<file path="src/rtl/ud_pkg.sv">
package ud_pkg;

   localparam logic [7:0] UD_VECTOR = 8'd6;

   typedef struct packed {
      logic       reserved;
      logic       bad_operand;
      logic       undef;
      logic       pint;
      logic       simd;
      logic [1:0] simd_gen;
      logic       em_exempt;
      logic       fx_exempt;
      logic       simd_fpx;
      logic       lock;
      logic       lockable;
      logic       dst_mem;
      logic       sysdesc;
      logic       smret;
   } ud_class_t;

   typedef struct packed {
      logic em;
      logic fxsave_en;
      logic simdx_en;
   } ud_ctl_t;

   typedef struct packed {
      logic real_mode;
      logic v86;
      logic smm;
   } ud_mode_t;

endpackage

</file>
<file path="src/rtl/ud_tag_logic.sv">
module ud_tag_logic
   import ud_pkg::*;
#(
   parameter int FEAT_W   = 32,
   parameter int PINT_BIT = 23,
   parameter int GEN1_BIT = 25,
   parameter int GEN2_BIT = 26,
   parameter int GEN3_BIT = 0
) (
   input  ud_class_t          cls,
   input  logic [FEAT_W-1:0]  feat_std,
   input  logic [FEAT_W-1:0]  feat_ext,
   input  ud_ctl_t            ctl,
   input  ud_mode_t           mode,
   output logic               tag
);

   generate
      if (PINT_BIT >= FEAT_W || GEN1_BIT >= FEAT_W ||
          GEN2_BIT >= FEAT_W || GEN3_BIT >= FEAT_W) begin : g_bad_bit
         $error("ud_tag_logic: feature bit index outside feature word");
      end
   endgenerate

   logic gen_present;
   logic c_always, c_feature, c_em, c_fx, c_fpx, c_lock, c_mode;

   always_comb begin
      unique case (cls.simd_gen)
         2'd0:    gen_present = feat_std[GEN1_BIT];
         2'd1:    gen_present = feat_std[GEN2_BIT];
         default: gen_present = feat_ext[GEN3_BIT];
      endcase
   end

   always_comb begin
      c_always  = cls.reserved | cls.bad_operand | cls.undef;
      c_feature = (cls.pint & ~feat_std[PINT_BIT]) | (cls.simd & ~gen_present);
      c_em      = (cls.pint | cls.simd) & ctl.em & ~cls.em_exempt;
      c_fx      = cls.simd & ~ctl.fxsave_en & ~cls.fx_exempt;
      c_fpx     = cls.simd & cls.simd_fpx & ~ctl.simdx_en;
      c_lock    = cls.lock & (~cls.lockable | ~cls.dst_mem);
      c_mode    = (cls.sysdesc & (mode.real_mode | mode.v86)) |
                  (cls.smret & ~mode.smm);
      tag       = c_always | c_feature | c_em | c_fx | c_fpx | c_lock | c_mode;
   end

   logic unused_feat;
   assign unused_feat = ^{feat_std, feat_ext};

endmodule

</file>
<file path="src/rtl/ud_retire_queue.sv">
module ud_retire_queue #(
   parameter int DEPTH = 8,
   parameter int IP_W  = 32
) (
   input  logic            clk,
   input  logic            rst_n,
   input  logic            clear,
   input  logic            push,
   input  logic            push_tag,
   input  logic [IP_W-1:0] push_ip,
   input  logic            pop,
   output logic            head_tag,
   output logic [IP_W-1:0] head_ip,
   output logic            empty,
   output logic            full
);

   localparam int PTR_W = (DEPTH > 1) ? $clog2(DEPTH) : 1;

   generate
      if (DEPTH < 2 || (DEPTH & (DEPTH - 1)) != 0) begin : g_bad_depth
         $error("ud_retire_queue: DEPTH must be a power of two, at least 2");
      end
   endgenerate

   logic [PTR_W-1:0] head_q, tail_q;
   logic [DEPTH-1:0] valid_q;
   logic [DEPTH-1:0] tag_q;
   logic [IP_W-1:0]  ip_q [DEPTH];

   logic do_push, do_pop;
   assign do_push = push & ~clear & ~full;
   assign do_pop  = pop  & ~clear & ~empty;

   generate
      for (genvar i = 0; i < DEPTH; i++) begin : g_entry
         always_ff @(posedge clk or negedge rst_n) begin
            if (!rst_n) begin
               valid_q[i] <= 1'b0;
               tag_q[i]   <= 1'b0;
               ip_q[i]    <= '0;
            end else if (clear) begin
               valid_q[i] <= 1'b0;
            end else if (do_push && tail_q == PTR_W'(i)) begin
               valid_q[i] <= 1'b1;
               tag_q[i]   <= push_tag;
               ip_q[i]    <= push_ip;
            end else if (do_pop && head_q == PTR_W'(i)) begin
               valid_q[i] <= 1'b0;
            end
         end
      end
   endgenerate

   always_ff @(posedge clk or negedge rst_n) begin
      if (!rst_n) begin
         head_q <= '0;
         tail_q <= '0;
      end else if (clear) begin
         head_q <= '0;
         tail_q <= '0;
      end else begin
         if (do_push) tail_q <= tail_q + 1'b1;
         if (do_pop)  head_q <= head_q + 1'b1;
      end
   end

   assign empty    = ~valid_q[head_q];
   assign full     = valid_q[tail_q];
   assign head_tag = tag_q[head_q];
   assign head_ip  = ip_q[head_q];

endmodule

</file>
<file path="src/rtl/ud_fault_detect.sv">
module ud_fault_detect
   import ud_pkg::*;
#(
   parameter int DEPTH  = 8,
   parameter int IP_W   = 32,
   parameter int FEAT_W = 32
) (
   input  logic              clk,
   input  logic              rst_n,
   input  logic              flush,
   input  logic              enq_valid,
   input  logic              op_reserved,
   input  logic              op_bad_operand,
   input  logic              op_undef,
   input  logic              op_pint,
   input  logic              op_simd,
   input  logic [1:0]        op_simd_gen,
   input  logic              op_em_exempt,
   input  logic              op_fx_exempt,
   input  logic              op_simd_fpx,
   input  logic              op_lock,
   input  logic              op_lockable,
   input  logic              op_dst_mem,
   input  logic              op_sysdesc,
   input  logic              op_smret,
   input  logic [FEAT_W-1:0] feat_std,
   input  logic [FEAT_W-1:0] feat_ext,
   input  logic              ctl_em,
   input  logic              ctl_fxsave_en,
   input  logic              ctl_simdx_en,
   input  logic              mode_real,
   input  logic              mode_v86,
   input  logic              mode_smm,
   input  logic [IP_W-1:0]   enq_ip,
   input  logic              retire,
   output logic              enq_ready,
   output logic              q_empty,
   output logic              fault_valid,
   output logic [7:0]        fault_vector,
   output logic [IP_W-1:0]   fault_ip
);

   ud_class_t cls;
   ud_ctl_t   ctl;
   ud_mode_t  mode;
   logic      new_tag;

   assign cls = '{reserved: op_reserved, bad_operand: op_bad_operand,
                  undef: op_undef, pint: op_pint, simd: op_simd,
                  simd_gen: op_simd_gen, em_exempt: op_em_exempt,
                  fx_exempt: op_fx_exempt, simd_fpx: op_simd_fpx,
                  lock: op_lock, lockable: op_lockable, dst_mem: op_dst_mem,
                  sysdesc: op_sysdesc, smret: op_smret};
   assign ctl  = '{em: ctl_em, fxsave_en: ctl_fxsave_en, simdx_en: ctl_simdx_en};
   assign mode = '{real_mode: mode_real, v86: mode_v86, smm: mode_smm};

   ud_tag_logic #(.FEAT_W(FEAT_W)) u_tag (
      .cls      (cls),
      .feat_std (feat_std),
      .feat_ext (feat_ext),
      .ctl      (ctl),
      .mode     (mode),
      .tag      (new_tag)
   );

   logic            head_tag, empty, full;
   logic [IP_W-1:0] head_ip;
   logic            do_retire, kill, clear;

   assign do_retire = retire & ~flush & ~empty;
   assign kill      = do_retire & head_tag;
   assign clear     = flush | kill;

   ud_retire_queue #(.DEPTH(DEPTH), .IP_W(IP_W)) u_queue (
      .clk      (clk),
      .rst_n    (rst_n),
      .clear    (clear),
      .push     (enq_valid),
      .push_tag (new_tag),
      .push_ip  (enq_ip),
      .pop      (do_retire),
      .head_tag (head_tag),
      .head_ip  (head_ip),
      .empty    (empty),
      .full     (full)
   );

   logic            fv_q;
   logic [IP_W-1:0] fip_q;

   always_ff @(posedge clk or negedge rst_n) begin
      if (!rst_n) begin
         fv_q  <= 1'b0;
         fip_q <= '0;
      end else begin
         fv_q <= kill;
         if (kill) fip_q <= head_ip;
      end
   end

   assign enq_ready    = ~full;
   assign q_empty      = empty;
   assign fault_valid  = fv_q;
   assign fault_vector = fv_q ? UD_VECTOR : 8'd0;
   assign fault_ip     = fip_q;

endmodule

</file>
<file path="config.mk">
export PLATFORM = sky130hd
export DESIGN_NAME = ud_fault_detect
export DESIGN_NICKNAME = d
export VERILOG_FILES = /design/src/rtl/ud_pkg.sv /design/src/rtl/ud_tag_logic.sv /design/src/rtl/ud_retire_queue.sv /design/src/rtl/ud_fault_detect.sv
export SDC_FILE = /design/constraint.sdc
export NUM_CORES = 1
export LEC_CHECK = 0
export BUFFER_PORTS_ARGS = -buffer_cell sky130_fd_sc_hd__buf_2
export CAP_MARGIN = 5
export CORE_ASPECT_RATIO = 0.75
export CORE_UTILIZATION = 45
export DETAILED_ROUTE_END_ITERATION = 6
export PLACE_DENSITY_LB_ADDON = 0.08
export SETUP_SLACK_MARGIN = 0.1
export SYNTH_ARGS = -nofsm -noshare
export SYNTH_HDL_FRONTEND = slang
export SYNTH_SLANG_ARGS = --single-unit
</file>
<file path="constraint.sdc">
create_clock -name clk -period 2.8 [get_ports clk]
set_input_delay 0.56 -clock clk [delete_from_list [all_inputs] [get_ports clk]]
set_output_delay 0.56 -clock clk [all_outputs]
set_load 0.02 [all_outputs]
</file>
-- After elaboration in Yosys (flattened, before gate mapping)
Cells that the tools add are included.
- input port bits: 122
- logic and storage cells: 170
- output and inout bits: 43
- bits in registers: 311
- equal/unequal tests: 15
- bitwise gates (word level): 46
- multiplexer cells: 39
- add/subtract/negate cells: 2
- magnitude comparators: 3
- reductions and logical operators: 37
- operators by type and width (cell ; number):
    binary-select mux 32 bit (select 3 bit) ; 1
    2-to-1 mux 32 bit ; 2
    2-to-1 mux 1 bit ; 27
    equality test 3 bit, second input constant ; 8
    nonzero test 3 bit ; 8
    AND 1 bit ; 18
    logical AND 1 bit ; 16
    AND reduction 2 bit ; 8
    2-to-1 mux 3 bit ; 5
    bitwise OR 1 bit ; 14
    inverter 1 bit ; 13
    equality test 3 x 2 -> 1 bit, second input constant ; 4
    binary-select mux 1 bit (select 3 bit) ; 3
    less-than comparator 3 x 4 -> 1 bit, second input constant ; 2
    adder 3 x 1 -> 3 bit, second input constant ; 2
    equality test 3 x 1 -> 1 bit, second input constant ; 2
    zero test 3 bit ; 2
    greater-or-equal comparator 4 bit, second input constant ; 1
    inverter 3 -> 4 bit ; 1
    nonzero test 2 bit ; 2
    equality test 2 x 1 -> 1 bit, second input constant ; 1
    zero test 2 bit ; 1
    case mux 1 bit (2 select lines) ; 1

-- Logic depth before layout (Yosys ltp)
Gate-level depths: netlist of run 1.
- depth after elaboration: 12
- gate-level depth with buffers: 9
- depth with buffers taken out: 5

-- Cells and area by module
A second synthesis of run 1 with hierarchy kept.
- cell total of the unflattened synthesis: 957
- area, all modules: 14961.8 um2
- by module, submodules not included (module ; cells an instance ; area each (um2) ; sequential area each (um2) ; instances):
    ud_retire_queue ; 859 ; 13394.1 ; 6956.7 ; 1
    ud_fault_detect ; 83 ; 1466.4 ; 825.8 ; 1
    ud_tag_logic ; 15 ; 101.3 ; 0.0 ; 1

-- Worst setup path after synthesis of run 1
No wires, ideal clock.
- kind: reg2reg
- start: register u_queue.tail_q[0]
- end: register u_queue.ip_q[66] (netlist bit)
- arrival time: 2238 ps
- clock period less this slack: 2363 ps
- stages on the path, launching flop included: 10
- required time: 2675 ps
- setup time: 125 ps
- path buffers: 4
- path slack: 437 ps
- cell sequence: dfrtp_1 > buf_2 > mux2_2 > o22ai_1 > o21a_1 > buf_2 > and4_4 > buf_6 > buf_6 > mux2_4
- word-level cells in the longest chain between the ends: 6
- elaborated cells between the ends (all ways): 7
- those cells by class: eq/ne (1); mux (2); bitwise (2); reduce/logical (2)
- RTL lines (what ; RTL line ; source):
    from (decl) ; ud_retire_queue.sv:26 ; logic [PTR_W-1:0] head_q, tail_q;
    from (signal assigned) ; ud_retire_queue.sv:63 ; if (do_push) tail_q <= tail_q + 1'b1;
    binary-select mux 1 bit (select 3 bit) ; ud_retire_queue.sv:69 ; assign full = valid_q[tail_q];
    2-to-1 mux 1 bit (implied by the code) ; ud_retire_queue.sv:69 ;
    inverter 1 bit ; ud_retire_queue.sv:32 ; assign do_push = push & ~clear & ~full;
    AND 1 bit ; ud_retire_queue.sv:32 ;
    logical AND 1 bit * ; ud_retire_queue.sv:44 ; end else if (do_push && tail_q == PTR_W'(i)) begin
    AND reduction 2 bit (no line) * ; - ;
    to (signal, indexed assignment) ; ud_retire_queue.sv:47 ; ip_q[i] <= push_ip;
    to (decl) ; ud_retire_queue.sv:29 ; logic [IP_W-1:0] ip_q [DEPTH];
Every way passes the cells marked *; elsewhere a longest branch is shown, timed or not. The select of a mux whose other input is x is not followed.
A chain may end at the register's enable or synchronous reset.

-- Worst setup path in the final report of run 1
- start: register u_queue.head_q[0]
- end: register u_queue.ip_q[127] (netlist bit)
- word-level cells in the longest chain between the ends: 10
- elaborated cells between the ends (all ways): 12
- those cells by class: mux (4); bitwise (6); reduce/logical (2)
- RTL lines (what ; RTL line ; source):
    from (decl) ; ud_retire_queue.sv:26 ;
    from (signal assigned) ; ud_retire_queue.sv:64 ; if (do_pop) head_q <= head_q + 1'b1;
    binary-select mux 1 bit (select 3 bit) ; ud_retire_queue.sv:68 ; assign empty = ~valid_q[head_q];
    2-to-1 mux 1 bit (implied by the code) ; ud_retire_queue.sv:68 ;
    AND 1 bit ; ud_fault_detect.sv:70 ; assign do_retire = retire & ~flush & ~empty;
    AND 1 bit * ; ud_fault_detect.sv:71 ; assign kill = do_retire & head_tag;
    bitwise OR 1 bit * ; ud_fault_detect.sv:72 ; assign clear = flush | kill;
    inverter 1 bit (no line) * ; - ;
    AND 1 bit (2 in a row) ; ud_retire_queue.sv:32 ;
    logical AND 1 bit ; ud_retire_queue.sv:44 ;
    AND reduction 2 bit (no line) * ; - ;
Marks and branches as above.

==> results of run 1 <==
[worst max path at each step]
| stage | start | to | slack, ps | cells after the start |
|---|---|---|---|---|
| after global routing | u_queue.head_q[0]$_DFFE_PN0P_ | u_queue.ip_q[127]$_DFFE_PN0P_ | 110 | 6 |
| after floorplan | u_queue.tail_q[0]$_DFFE_PN0P_ | u_queue.ip_q[66]$_DFFE_PN0P_ | 440 | 9 |
| after detailed placement | u_queue.head_q[0]$_DFFE_PN0P_ | u_queue.ip_q[127]$_DFFE_PN0P_ | 120 | 6 |
| after CTS | u_queue.head_q[0]$_DFFE_PN0P_ | u_queue.ip_q[127]$_DFFE_PN0P_ | 110 | 6 |
| final | u_queue.head_q[0]$_DFFE_PN0P_ | u_queue.ip_q[127]$_DFFE_PN0P_ | 180 | 6 |
| after global placement | u_queue.head_q[0]$_DFFE_PN0P_ | u_queue.ip_q[127]$_DFFE_PN0P_ | 120 | 6 |
[what timing repair did]
action / CTS / global route
endpoints found under the setup margin: 0 / 21
resized for setup: 0 / 2
endpoints found under the hold margin: 0 / 0
hold buffers: 0 / 0
buffers inserted: 0 / 5
[power groups by stage]
stage,registers (mW),logic (mW),clock network [mW]
final,7.01,4.31,4.52
after global routing,7.20,4.71,4.84
after CTS,7.00,4.36,4.65
after detailed placement,7.05,4.35,0
after global placement,7.05,4.25,0
after floorplan,7.05,3.11,0
[worst max-delay path, stage by stage (launching register included)]
cell,delay (ps)
dfrtp_4,520
mux4_2,550
mux2i_4,260
o41a_4,250
and4_4,370
buf_12,200
mux2_2,340
[layer usage]
layer	track usage	up-vias	wire (um)
met4	0.0393	6	349
met1	0.299	4249	15800
li1	-	3679	-
met2	0.310	121	14400
met3	0.0403	38	1120
met5	0	-	36
[per-stage QoR]
stage | utilization | total power, mW
final | 0.536 | 15.8
after global routing | 0.536 | 16.8
after CTS | 0.535 | 16.0
after detailed placement | 0.499 | 11.4
after global placement | 0.499 | 11.3
after floorplan | - | 10.2
[registers in the layout (all words and copies together), names as in the netlist]
register         cells
u_queue.ip_q       256
u_queue.valid_q      8
u_queue.tag_q        8
fault_ip            32
u_queue.head_q       3
u_queue.tail_q       3
fault_valid          1
[cell families (layout without fill, tap and decap cells)]
logic type               count (synthesis)  after routing  share of synthesized area
multiplexers                           341            341                      0.344
flip-flops                             311            311                      0.533
AND/OR/NAND/NOR                        140            140                     0.0458
buffers and inverters                   82            216                     0.0374
AO/OA/AOI/OAI                           59             59                     0.0290
adder cells (fa/ha/maj)                 12             12                     0.0103
other                                    1              6                   0.000257
XOR/XNOR                                 1              1                   0.000600
[placed cells by master (no fill, tap or decap), types with 8 or more instances in the layout]
cell / n
dfrtp_1: 308
mux2_1: 116
mux2_4: 116
buf_2: 97
nand2_1: 70
mux4_2: 66
nor2_1: 42
mux2_2: 36
clkbuf_16: 35
a31oi_1: 32
buf_4: 24
buf_12: 22
ha_1: 12
inv_1: 11
clkbuf_8: 8
[final cells by class]
cell class	count	area [um2]
Clock buffer	49	1010
Clock inverter	11	121
Fill cell	2609	14700
Inverter	11	41.3
Multi-Input combinational cell	559	6300
Sequential cell	311	7790
Tap cell	435	544
Timing Repair Buffer	145	1130
==> flow_summary.ini, run 1 <==
[place]
pre_cts_slack_ps = 118
dpl_cell_area_um2 = 15800
place_congestion = 0.695
dp.cells = 1456
port_buffers = 98
dp_hpwl_um = 19000

[clocking]
clk_pin_slew_ps = 60
clock_latency_ps = 520
clock_tree.root_cell = clkbuf_16
cts_tree = built
htree_levels = 2
cts_buffers = 34
cts.sink_count = 311
clockBufferDepth = 3

[power]
p_int_mw = 11.4
pwr-share-clk = 0.286
pwr-share-seq = 0.442
ir_drop_mv = 0.456
p_comb_frac = 0.272
power_switching_mw = 4.43
power.switching_fraction = 0.279
power_density_nw_per_um2 = 935
p_leak_nw = 7.80

[detailed_routing]
post-route-drc-count = 0
drt_pass1_iterations = 4
ant_nets = 0
vias_per_cell = 5.32
drt_wl_total_um = 31700
route.vias.total = 8093
wl_per_cell_um = 20.9
drtIter0Drc = 370

[run]
drv_cap = 0

[synthesis]
synth_top_area_cell = dfrtp_1
syn_avg_cell_area_um2 = 15.4
synth_cell_types = 45
synthCells = 947
synth_flop_cell = dfrtp_1
synth_edf_count = 0
synth_warnings = 0
synth.most_common_cell = dfrtp_1
netlist_area_um2 = 14600
ys_async_sr_fraction = 1.00
synthTopCellsByArea = dfrtp_1 53%, mux2_4 12%, mux4_2 10%
synth_seq_cells = 311
synthTopCellsByCount = 311 x dfrtp_1, 116 x mux2_1, 116 x mux2_4
synth_top_cell_area_share = 0.533
ys_seq_area_frac = 0.533

[floorplan]
die_y_um = 158
coreArea_um2 = 31600
pin_count = 165
start_util = 0.462
fp-row-count = 56
die-area_um2 = 33200
die_w_um = 210

[layout]
nets = 1196
drive_above_1_share = 0.408
fin_area_um2 = 16900
antenna_cells = 0
syn_to_final_growth_pct = 15.9
fin_cells = 1521

[outcome]
status = finished clean

[timing]
rsz0062_at_grt = false
setup_tns_ps = 0
finalWorstSetupSlack_ps = 180
layout_min_cycle_time_ps = 2620
worst_pin_slew_ps = 988
fin_skew_ps = 15.8
period_share = 0.936
setup_viol = 0
finalHoldViolations = 0
slew_violations = 0
holdWs_ps = 5.43
fmax_mhz = 382
slew-limit-headroom = 0.342

[critical_path]
regToRegStartpoint = u_queue.head_q[0]$_DFFE_PN0P_
r2r_cells = 6
path_max_fanout = 12
r2r_slack_ps = 180
critPathLaunchType = flop
crit_type = reg2reg
arrival_ps = 3010
worst_setup_path_end_kind = flop
r2r_end = u_queue.ip_q[127]$_DFFE_PN0P_
required_ps = 3190

[global_route]
grt_max_degree = 72
grt_usage = 0.202
antenna_found_initial = 3
overflow = 0
grt_pass1_vias = 8514
grt_pass1_wl_um = 51000

[hold_path]
hold_path.class = in2async
Note: power is estimated with default switching activity, not from simulation.
==> run 2: changes to the inputs <==
--- a/config.mk
+++ b/config.mk
@@ -5,6 +5,7 @@
 export SDC_FILE = /design/constraint.sdc
 export NUM_CORES = 1
 export LEC_CHECK = 0
+export ABC_AREA = 1
 export BUFFER_PORTS_ARGS = -buffer_cell sky130_fd_sc_hd__buf_2
 export CAP_MARGIN = 5
 export CORE_ASPECT_RATIO = 0.75
==> run 2 against run 1 <==
Compared with the run above: die area decreased by 0.20%; sequential power decreased by 9.4%; worst setup slack improved by 77 ps; synthesized cell count increased by 96%; first-iteration DRC count increased to 2.7 times the previous value; fmax increased by 3.0%; final cell count increased by 54%.
==> flow_summary.ini, run 2 <==
[outcome]
status = finished clean

[synthesis]
synth_seq_cells = 311
synth_top_area_cell = dfrtp_1
synthAdderAreaFrac = 0.0103
synth_compound_area_frac = 0.102
synthTopCellsByArea = dfrtp_1 53%, nand2_1 23%, o21ai_0 6.1%
yosys-mux-area-fraction = 0
yosys.area_share.simple = 0.292
synthCells = 1856
synth_warnings = 0
synth.most_common_cell = nand2_1
netlist_area_um2 = 14600
ys_seq_area_frac = 0.534
synth_top_cell_area_share = 0.534
synth_edf_count = 0
ys_async_sr_fraction = 1.00
syn_avg_cell_area_um2 = 7.85
synth_flop_cell = dfrtp_1
synth_top_family_by_area = simple AND/OR/NAND/NOR gates
synth_xor_area_frac = 0
synth_cell_types = 22
synthTopCellsByCount = 910 x nand2_1, 311 x dfrtp_1, 178 x o21ai_0

[clocking]
clk_pin_slew_ps = 60
htree_levels = 2
cts_tree = built
clock_latency_ps = 540
clock_tree.root_cell = clkbuf_16
clockBufferDepth = 3
cts.sink_count = 311
cts_buffers = 35

[power]
p_int_mw = 9.91
pwr-share-seq = 0.437
power.switching_fraction = 0.318
pwr-share-clk = 0.340
p_leak_nw = 8.93
power_switching_mw = 4.63
power_density_nw_per_um2 = 870
ir_drop_mv = 0.444
p_comb_frac = 0.223

[detailed_routing]
route.vias.total = 12400
drt_pass1_iterations = 6
wl_per_cell_um = 18.8
vias_per_cell = 5.32
drt_wl_total_um = 43900
post-route-drc-count = 0
drtIter0Drc = 1012
ant_nets = 0

[layout]
top_register = u_queue.ip_q
multi_input_area_um2 = 5920
seq_area_um2 = 7790
nets = 2039
final_common_cell = nand2_1
drive_above_1_share = 0.123
largest_register_ffs = 256
syn_to_final_growth_pct = 14.7
most-common-layout-cells = 910 x nand2_1, 308 x dfrtp_1, 178 x o21ai_0
num-fill-cells = 3022
fin_cells = 2338

[timing]
setup_tns_ps = 0
layout_min_cycle_time_ps = 2540
period_share = 0.908
finalHoldViolations = 0
fin_skew_ps = 19.1
fmax_mhz = 393
worst_pin_slew_ps = 729
slew-limit-headroom = 0.514
slew_violations = 0
rsz0062_at_grt = false
setup_viol = 0

[global_route]
grt_usage = 0.275
antenna_found_initial = 2
overflow = 0
grt_pass1_vias = 12100
grt_max_degree = 95
grt_pass1_wl_um = 69600

[place]
place_congestion = 0.836
dp.cells = 2271
port_buffers = 98
dp_hpwl_um = 25500

[critical_path]
critPathLaunchType = flop
crit_type = reg2out
path_max_fanout = 16
worst_setup_path_end_kind = output pin
required_ps = 2240
arrival_ps = 1980

[run]
drv_cap = 0

[hold_path]
hold_path.class = in2async

[floorplan]
die_y_um = 158
coreArea_um2 = 31500
fp-row-count = 56
die_w_um = 210
start_util = 0.462
die-area_um2 = 33100
pin_count = 165
==> run 2: path summary, 6_finish.rpt <==
kind	startpoint	end	slack, ps	cells after the start
worst max-delay path	u_queue.head_q[2]$_DFFE_PN0P_	q_empty	260	5
worst min-delay path	rst_n	u_queue.ip_q[183]$_DFFE_PN0P_	50	1
worst max register to register	u_queue.head_q[0]$_DFFE_PN0P_	u_queue.ip_q[183]$_DFFE_PN0P_	350	12
worst min register to register	u_queue.ip_q[192]$_DFFE_PN0P_	u_queue.ip_q[192]$_DFFE_PN0P_	470	2
max in group asynchronous	rst_n	u_queue.ip_q[114]$_DFFE_PN0P_	1970	2
min in group clk	enq_ip[13]	u_queue.ip_q[173]$_DFFE_PN0P_	330	3
==> run 2: final cells by class <==
class / instances / share of cell area
Clock inverter: 13 / 0.0103
Multi-Input combinational cell: 1360 / 0.354
Tap cell: 406 / 0.0304
Timing Repair Buffer: 159 / 0.0663
Sequential cell: 311 / 0.466
Clock buffer: 50 / 0.0637
Antenna cell: 1 / 0.000150
Inverter: 38 / 0.00883
==> run 2: repair_timing <==
| action | CTS | global route |
|---|---|---|
| setup endpoints to repair | 0 | 160 |
| buffers inserted | 0 | 3 |
| hold buffers | 0 | 0 |
| gates resized for setup | 0 | 4 |
==> run 2: per-stage QoR <==
stage / hold WS [ps] / setup WS (ps) / utilization / total power, mW / cell area (um2)
3_5_place_dp: 460 / 153 / 0.490 / 9.64 / 15400
2_1_floorplan: 264 / 942 / - / 8.58 / 14600
4_1_cts: 74.9 / 104 / 0.529 / 14.6 / 16700
6_report: 48.6 / 257 / 0.530 / 14.5 / 16700
5_1_grt: 102 / 134 / 0.530 / 15.4 / 16700
3_3_place_gp: 456 / 182 / 0.490 / 9.56 / 15400
==> run 2: cell families after synthesis <==
kind of cell    Yosys count
buf+inv                 190
flops                   311
other cells               1
compound gates          247
simple gates           1095
fa+ha+maj                12
==> run 2: per-layer routing <==
metal | vias up | share of wire | GRT usage
met5 | - | 0.00027 | 0
met4 | 2 | 0.015 | 0.0761
met3 | 53 | 0.071 | 0.0472
met2 | 399 | 0.44 | 0.429
met1 | 6014 | 0.47 | 0.394
li1 | 5971 | - | -
==> run 2: worst max-delay path: stages (launching register included) <==
cell and delay (ps):
dfrtp_2 540, inv_2 400, nand2_1 100, nand2_1 170, inv_1 80, buf_2 160
==> run 2: power groups by stage <==
stage | Clock [mW] | Combinational (mW) | Sequential (mW)
finish | 4.95 | 3.24 | 6.35
global route | 5.22 | 3.72 | 6.50
CTS | 5.03 | 3.27 | 6.34
detailed placement | 0 | 3.25 | 6.40
global placement | 0 | 3.18 | 6.38
floorplan | 0 | 2.11 | 6.47
==> run 3: changes to the inputs <==
--- a/config.mk
+++ b/config.mk
@@ -12,7 +12,9 @@
 export CORE_UTILIZATION = 45
 export DETAILED_ROUTE_END_ITERATION = 6
 export PLACE_DENSITY_LB_ADDON = 0.08
+export REMOVE_ABC_BUFFERS = 1
 export SETUP_SLACK_MARGIN = 0.1
 export SYNTH_ARGS = -nofsm -noshare
 export SYNTH_HDL_FRONTEND = slang
+export SYNTH_HIERARCHICAL = 1
 export SYNTH_SLANG_ARGS = --single-unit
==> run 3 against run 2 <==
Compared with the run above: the run now ends with DRC left; synthesized area increased by 9.6%; die area rose by 9.5%; design area rose by 7.4%; count of clock-buffer cells in the layout did not move; worst hold slack lost 46 ps; fmax is 1.6% lower; worst setup slack lost 40 ps; register-to-register slack got worse by 110 ps; core utilization shrank 1.5 points; wire length rose by 21%; highest routed layer unchanged; non-clock buffer count is 16 higher.
==> flow_summary.ini, run 3 <==
[outcome]
status = finished, violations left
violations = DRC

[layout]
syn_to_final_growth_pct = 12.3
largest_register_ffs = 256
finalCoreUtilization = 0.515
drive_above_1_share = 0.120
final_common_cell = nand2_1
fin_cells = 2551
fin_area_um2 = 18000
num-fill-cells = 3429
most-common-layout-cells = 755 x nand2_1, 309 x dfrtp_1, 307 x nand4_1
multi_input_area_um2 = 7040
top_register = u_queue/ip_q
nets = 2205
seq_area_um2 = 7790

[detailed_routing]
drtIter0Drc = 1618
vias_per_cell = 5.78
drt_pass1_iterations = 7
drt_wl_total_um = 53300
post-route-drc-count = 19
ant_nets = 0
route.vias.total = 14700
wl_per_cell_um = 20.9

[clocking]
clock_latency_ps = 540
clock_tree.root_cell = clkbuf_16
ctsHoldBuffers = 0
clockBufferDepth = 3
cts.sink_count = 311
htree_levels = 2
clk_pin_slew_ps = 60
cts_buffers = 35
cts_tree = built

[timing]
worst_pin_slew_ps = 926
layout_min_cycle_time_ps = 2580
slew-limit-headroom = 0.383
rsz0062_at_grt = false
period_share = 0.923
holdWs_ps = 2.35
fmax_mhz = 387
setup_viol = 0
fin_skew_ps = 15.2
slew_violations = 0
finalHoldViolations = 0

[critical_path]
startpoint = u_queue/tail_q[0]$_DFFE_PN0P_
path_max_fanout = 8
arrival_ps = 2020
critPathLaunchType = flop
crit_type = reg2out
worst_setup_path_end_kind = output pin
required_ps = 2240
regToRegStartpoint = u_queue/head_q[2]$_DFFE_PN0P_

[synthesis]
synth_seq_cells = 311
synth.most_common_cell = nand2_1
ys_seq_area_frac = 0.487
synthTopCellsByCount = 755 x nand2_1, 311 x dfrtp_1, 307 x nand4_1
synth_top_cell_area_share = 0.487
synth_flop_cell = dfrtp_1
ys_async_sr_fraction = 1.00
syn_avg_cell_area_um2 = 7.71
synth_cell_types = 27
synth_warnings = 6
synthCells = 2074
synthTopCellsByArea = dfrtp_1 49%, nand2_1 18%, nand4_1 12%
synth_top_area_cell = dfrtp_1
synth_edf_count = 0
netlist_area_um2 = 16000

[floorplan]
fp-row-count = 59
coreArea_um2 = 34800
die_y_um = 165
die_w_um = 220
die-area_um2 = 36300
start_util = 0.459
pin_count = 165

[power]
pwr-share-seq = 0.383
p_leak_nw = 9.51
p_int_mw = 9.73
pwr-share-clk = 0.276
p_comb_frac = 0.341
ir_drop_mv = 0.758
power_switching_mw = 6.48
power.switching_fraction = 0.400
power_density_nw_per_um2 = 903

[global_route]
antenna_found_initial = 3
grt_max_degree = 89
grt_pass1_vias = 14000
grt_usage = 0.298
grt_pass1_wl_um = 83100
overflow = 0

[place]
place_congestion = 0.845
port_buffers = 98
dp_hpwl_um = 28800
dp.cells = 2487
dpl_cell_area_um2 = 16800

[hold_path]
hold_path.class = in2async

[run]
drv_cap = 0
[run 3: cell types whose count changed in the layout (fill, tap and decap cells not counted), sizes merged, moves of 2 or more]
cell | previous run | this run
nand4 | 10 | 307
a31oi | 0 | 33
bufinv | 4 | 1
nor2 | 146 | 186
nand2 | 910 | 758
clkinv | 7 | 9
a21oi | 3 | 33
inv | 39 | 44
buf | 159 | 173
o21ai | 178 | 133
o221ai | 64 | 0
nand3 | 28 | 32
clkbuf | 50 | 52
[run 3: cell type report]
| cell class | count | area share |
|---|---|---|
| Tap cell | 457 | 0.0318 |
| Sequential cell | 311 | 0.434 |
| Clock inverter | 8 | 0.00467 |
| Timing Repair Buffer | 175 | 0.0723 |
| Multi-Input combinational cell | 1502 | 0.392 |
| Clock buffer | 50 | 0.0553 |
| Inverter | 46 | 0.00976 |
| Antenna cell | 2 | 0.000279 |
[run 3: stage by stage]
| stage | power [mW] | setup slack, ps | setup TNS, ps |
|---|---|---|---|
| 3_3_place_gp | 11.5 | 232 | 0 |
| 6_report | 16.2 | 216 | 0 |
| 4_1_cts | 16.2 | 108 | 0 |
| 3_5_place_dp | 11.6 | 215 | 0 |
| 5_1_grt | 17.2 | 102 | 0 |
| 2_1_floorplan | 8.86 | -10550 | -2831570 |
[run 3: kinds of logic after synthesis]
logic type	after synthesis	share of synthesized area
flops	311	0.487
buf+inv	268	0.0796
compound gates	199	0.0649
other cells	1	0.000235
simple gates	1283	0.359
fa+ha+maj	12	0.00939
[run 3: power by group through the flow]
stage                     Combinational (mW)  Clock, mW  Sequential, mW
final                                   5.52       4.48            6.21
after global placement                  5.25          0            6.24
after floorplan                         2.34          0            6.51
after global routing                    6.11       4.73            6.37
after detailed placement                5.33          0            6.27
after CTS                               5.45       4.56            6.20
[run 3: final timing paths]
check	end	slack, ps	cells after the start
hold / removal	u_queue/ip_q[13]$_DFFE_PN0P_	2	1
setup / recovery	enq_ready	220	8
max in group asynchronous	u_queue/ip_q[96]$_DFFE_PN0P_	2020	2
min in group clk	u_queue/ip_q[34]$_DFFE_PN0P_	350	3
hold reg to reg	fault_ip[1]$_DFFE_PN0P_	460	2
setup reg to reg	u_queue/ip_q[45]$_DFFE_PN0P_	240	11
[run 3: timing repair]
action                     4_1_cts  5_1_grt
buffers inserted                 1        0
resized for setup                1        4
cloned                           2        1
setup endpoints to repair        1       34
pin swaps                        1        0
[run 3: per-layer routing]
layer / wire length (um) / vias up / global-route usage
met5: 11 / - / 0
met4: 1070 / 2 / 0.0762
met3: 4140 / 88 / 0.0526
met2: 24000 / 550 / 0.471
met1: 24000 / 7188 / 0.422
li1: - / 6905 / -
[run 3: critical path, cell delays in order (launching register included)]
cell and delay [ps]:
dfrtp_1 470, inv_2 160, nand2_1 70, nand3_1 90
nand3_2 250, nand2_8 210, inv_1 50, inv_1 40
buf_2 150
